$ cat config.mk
export PLATFORM = sky130hd
export DESIGN_NAME = fdc_phase_seq
export DESIGN_NICKNAME = d
export VERILOG_FILES = /design/src/rtl/fdc_phase_seq.sv
export SDC_FILE = /design/constraint.sdc
export NUM_CORES = 1
export LEC_CHECK = 0
export CAP_MARGIN = 40
export CORE_ASPECT_RATIO = 1.4
export CORE_MARGIN = 5
export CORE_UTILIZATION = 50
export DETAILED_ROUTE_END_ITERATION = 10
export DONT_BUFFER_PORTS = 1
export SLEW_MARGIN = 20
export SYNTH_ARGS = -nofsm -noshare
export SYNTH_HDL_FRONTEND = slang
export SYNTH_SLANG_ARGS = --single-unit
$ cat constraint.sdc
create_clock -name clk -period 2.6 [get_ports clk]
set_clock_uncertainty 0.1 [all_clocks]
set_input_delay 0.13 -clock clk [delete_from_list [all_inputs] [get_ports clk]]
set_output_delay 0.13 -clock clk [all_outputs]
set_load 0.01 [all_outputs]
$ cat src/rtl/fdc_phase_seq.sv
`timescale 1ns/1ps
module fdc_phase_seq #(
  parameter int MAX_PARAMS  = 8,
  parameter int MAX_RESULTS = 7
) (
  input  logic                     clk,
  input  logic                     rst_n,
  input  logic                     host_wr,
  input  logic [7:0]               host_wdata,
  input  logic                     host_rd,
  output logic [7:0]               host_rdata,
  output logic                     rqm,
  output logic                     dio,
  output logic                     eng_start,
  output logic [7:0]               eng_opcode,
  output logic [8*MAX_PARAMS-1:0]  eng_params,
  input  logic                     eng_done,
  input  logic [8*MAX_RESULTS-1:0] eng_results
);
  localparam int PW = $clog2(MAX_PARAMS + 1);
  localparam int RW = $clog2(MAX_RESULTS + 1);

  typedef enum logic [1:0] {S_CMD, S_PARAM, S_EXEC, S_RES} state_t;
  state_t st;

  logic [PW-1:0] par_need, par_cnt, dec_np;
  logic [RW-1:0] res_need, res_idx, dec_nr;
  logic          dec_ex, start_q;
  logic [7:0]    dec_cb;
  logic [8*MAX_RESULTS-1:0] res_q;

  always_comb begin
    dec_np = '0;
    dec_nr = RW'(1);
    dec_ex = 1'b0;
    dec_cb = 8'h80;
    if (host_wdata[4:0] == 5'b00110) begin
      dec_np = PW'(8);
      dec_nr = RW'(7);
      dec_ex = 1'b1;
    end else begin
      case (host_wdata)
        8'h10: dec_cb = 8'h90;
        8'h08: begin dec_nr = RW'(2); dec_ex = 1'b1; end
        8'h03, 8'h0F, 8'h8F, 8'hCF: begin dec_np = PW'(2); dec_nr = '0; dec_ex = 1'b1; end
        8'h07: begin dec_np = PW'(1); dec_nr = '0; dec_ex = 1'b1; end
        8'h13: begin dec_np = PW'(3); dec_nr = '0; dec_ex = 1'b1; end
        default: ;
      endcase
    end
  end

  always_ff @(posedge clk) begin
    if (!rst_n) begin
      st         <= S_CMD;
      start_q    <= 1'b0;
      par_need   <= '0;
      par_cnt    <= '0;
      res_need   <= '0;
      res_idx    <= '0;
      res_q      <= '0;
      eng_opcode <= '0;
      eng_params <= '0;
    end else begin
      start_q <= 1'b0;
      case (st)
        S_CMD: if (host_wr) begin
          eng_opcode <= host_wdata;
          par_need   <= dec_np;
          res_need   <= dec_nr;
          par_cnt    <= '0;
          res_idx    <= '0;
          res_q      <= (8*MAX_RESULTS)'(dec_cb);
          if (dec_np != '0) st <= S_PARAM;
          else if (dec_ex) begin st <= S_EXEC; start_q <= 1'b1; end
          else st <= S_RES;
        end
        S_PARAM: if (host_wr) begin
          eng_params[{par_cnt, 3'b000} +: 8] <= host_wdata;
          par_cnt <= par_cnt + 1'b1;
          if (PW'(par_cnt + 1'b1) == par_need) begin
            st <= S_EXEC;
            start_q <= 1'b1;
          end
        end
        S_EXEC: if (eng_done) begin
          res_q   <= eng_results;
          res_idx <= '0;
          st      <= (res_need != '0) ? S_RES : S_CMD;
        end
        S_RES: if (host_rd) begin
          if (RW'(res_idx + 1'b1) == res_need) st <= S_CMD;
          else res_idx <= res_idx + 1'b1;
        end
        default: st <= S_CMD;
      endcase
    end
  end

  assign eng_start  = start_q;
  assign rqm        = (st != S_EXEC);
  assign dio        = (st == S_RES);
  assign host_rdata = res_q[{res_idx, 3'b000} +: 8];


  start_pulse_chk: assert property (@(posedge clk) disable iff (!rst_n)
    eng_start |=> !eng_start);

  start_busy_chk: assert property (@(posedge clk) disable iff (!rst_n)
    eng_start |-> !rqm);

  dio_ready_chk: assert property (@(posedge clk) disable iff (!rst_n)
    dio |-> rqm);

  busy_write_chk: assert property (@(posedge clk) disable iff (!rst_n)
    (!rqm && host_wr) |=> ($stable(eng_opcode) && $stable(eng_params)));

  cmd_read_chk: assert property (@(posedge clk) disable iff (!rst_n)
    (rqm && !dio && host_rd && !host_wr) |=> (rqm && !dio));
endmodule

==> impl_results.md <==
- Final Critical Period: between 2 and 2.5 ns
- Initial DRC Count: ~220
- Worst path cell trace: nand2b_1 -> nor2_1 -> a21oi_4 -> buf_12 -> nand2_1 -> a21boi_2 -> dlygate4sd3_1
- Detailed-router iteration count before antenna repair: 5
- Yosys top cell by area: dfxtp_1
- Routed Wire Length: approximately 18000 um
- Crit path from: st[1]
- Gr usage total: 22.58%
- Crit start category: flop
- Synthesized instance count: 777
- Setup crit end kind: flop
- Inserted Clock Buffers: 17
- Vias: 5537
- Max Slew Vio Count: 0
- P_leak: ~2.9 nW
- Synthesis-to-layout area growth: 20.10%
- Unique masters post-synth: 61
- CTS Sinks: 143
- Critical path type: reg2reg
- Hold_sp: host_wdata[3]
- Most frequent cells in the layout: dfxtp_1, nand2_1, dlygate4sd3_1
- Number of I/O pins: 152
- Antenna Cells: 0
- Period utilization: 90.07%
- Worst EP arrival: 2.61 ns
- Highest clock rate: approximately 0.43 GHz
- PnR Total Power: roughly 6.6 mW
- Root buffer cell: clkbuf_16
- # nets final: 887
- Hold depth: 3
- CTS Buffer Depth: 2
- Top delay family on crit path: buffers and inverters
- Crit path depth: 7
- Per-cell routed wire length: 18.07 um
- Layout cells sized above 1: 14.65%
- Largest stage delay, worst path: 0.55 ns
- Max cap viols: 0
- Tightest Pin Transition: 0.7010 ns
- Final setup viols: 0
- Slowest CP cell: dlygate4sd3_1
- Synthesis Warnings: 0
- EDFF count, synth: 0
- Post-synth top area share: 41.17%
- Main synth FF type: dfxtp_1
- Pwr Density: 796.2 nW/um^2
- H-tree depth: 4
- Syn Nets: ~850
- Global-route wire length before repair: 28810 um
- Status: completed
- Worst EP required: 2.87 ns
- Total grt overflow: 0
- Initial antenna violation count: 0
- DRC Markers: 0
- Post-synthesis register bit count: 143
- Crit Path Max Fanout: between 50 and 60
- Part of the Yosys area used for sequential elements: approximately two fifths
- Number of buffers and inverters on the critical path: 2
- Core Box Area: 13780 um^2
- Worst reg2reg path startpoint: st[1]
- Number of routed nets with antenna violations: 0
- Worst min path class: in2reg
- Row count: 51
- Initial Utilization: 50.44%
- Mapped Area: 6953 um^2
- Syn Area/Cell: 8.948 um^2
- Synth area leaders: dfxtp_1, nand2_1, a21boi_2
- FF-to-FF path depth: 7
- Input/output buffers: 0
- Die Wd: 109.7 um
- Relative slew slack: 52.83%
- VDD IR max: 0.4325 mV
- Die Y: roughly 150 um
- Async SR Flop Fraction: 0%
- Setup TNS: 0 ns
- Die area: 16400 um^2
- Dpl hpwl: 12010 um
- CTS tree: yes
- Clock Pin Slew Worst Setup and Hold Paths: ~0.06 ns
- Vias in the first global route: 5482
- RSZ-0062 raised after global routing: no
- Most common cell after layout, fill and taps aside: dfxtp_1
- Largest net degree at the start of global routing: ~140
- Clk_lat worst skew: 0.42 ns
- # Post-CTS Setup Buffers: 0
- Hold Violations, Final: 0
- Vias per cell: around 5.5
- GP Congestion: 0.8017
[routing by layer]
layer	GRT usage (%)	part of all wire, %	vias up
li1	-	-	2736
met1	24.69	37	2594
met2	41.38	54	173
met3	5.352	6.3	34
met4	8.546	3.0	0
met5	0	0	-
[worst reg2reg max path, cell delays in order, from the launching register on]
cell and delay [ns]:
dfxtp_2 0.49, nand2b_1 0.37, nor2_1 0.14, a21oi_4 0.16, buf_12 0.24, nand2_1 0.12, a21boi_2 0.13, dlygate4sd3_1 0.55
[Yosys cell counts, types with 5 or more instances]
library cell,instances
and2_1,23
dfxtp_1,143
o21ai_0,24
mux4_2,8
nor2_1,35
nor3_1,7
clkbuf_1,35
buf_2,16
xnor2_1,5
nor2b_1,40
buf_4,10
a21oi_1,34
and3_1,9
nand3_2,27
a21boi_0,28
nand2b_1,5
mux2i_1,30
nand2_1,121
a21boi_2,27
nand3_1,56
a21boi_1,30
[sequential cells by signal (all words and copies together) (netlist names)]
signal,cells
eng_opcode,8
eng_params,64
eng_start,1
par_cnt,4
par_need,2
res_idx,3
res_need,3
res_q,56
st,2
[through the flow]
stage	utilization [%]	hold WS (ns)	worst slack, ns	instances	cell area, um^2
after floorplan	-	0.1667	0.2152	777	6953
after global placement	50.50	0.1686	0.4547	909	6960
after detailed placement	50.50	0.1711	0.2848	909	6960
after CTS	60.57	0.0008973	0.09946	1011	8348
after global routing	60.58	0.01868	0.1165	1011	8351
final	60.58	0.0005826	0.2583	1011	8351
[worst paths after layout]
kind / to / slack (ns)
max: res_q[29] / 0.26
min reg2reg: res_q[16] / 0.35
max reg2reg: res_q[29] / 0.26
min: eng_params[19] / 0.0006
[cells by family (layout without fill, tap and decap cells)]
logic type / count (synthesis) / count (layout) / synth area share, %
simple gates: 348 / 348 / 26.76
compound gates: 162 / 162 / 17.33
flops: 143 / 143 / 41.17
buf+inv: 73 / 122 / 5.813
mux: 38 / 38 / 6.910
xor+xnor: 10 / 10 / 1.475
fa+ha+maj: 3 / 3 / 0.5399
[power breakdown]
group	internal [mW]	switching [mW]
combinational	0.554	0.911
sequential	2.35	0.154
clock	1.73	0.947
total	4.64	2.01
[cell type report]
cell class,instances,area (um^2)
fillers,1217,5433
multi-input cells,561,3694
flip-flops and latches,143,2865
repair buffers,88,895.9
clock buffers,18,439.2
well taps,185,231.5
clock inverters,12,210.2
inverters,4,15.01
[timing repair]
action / CTS / global route
hold buffers: 72 / 0
gates resized for setup: 0 / 2
setup endpoints to repair: 0 / 4
hold endpoints to repair: 143 / 0
No activity file was read; power rests on OpenSTA's default activity.
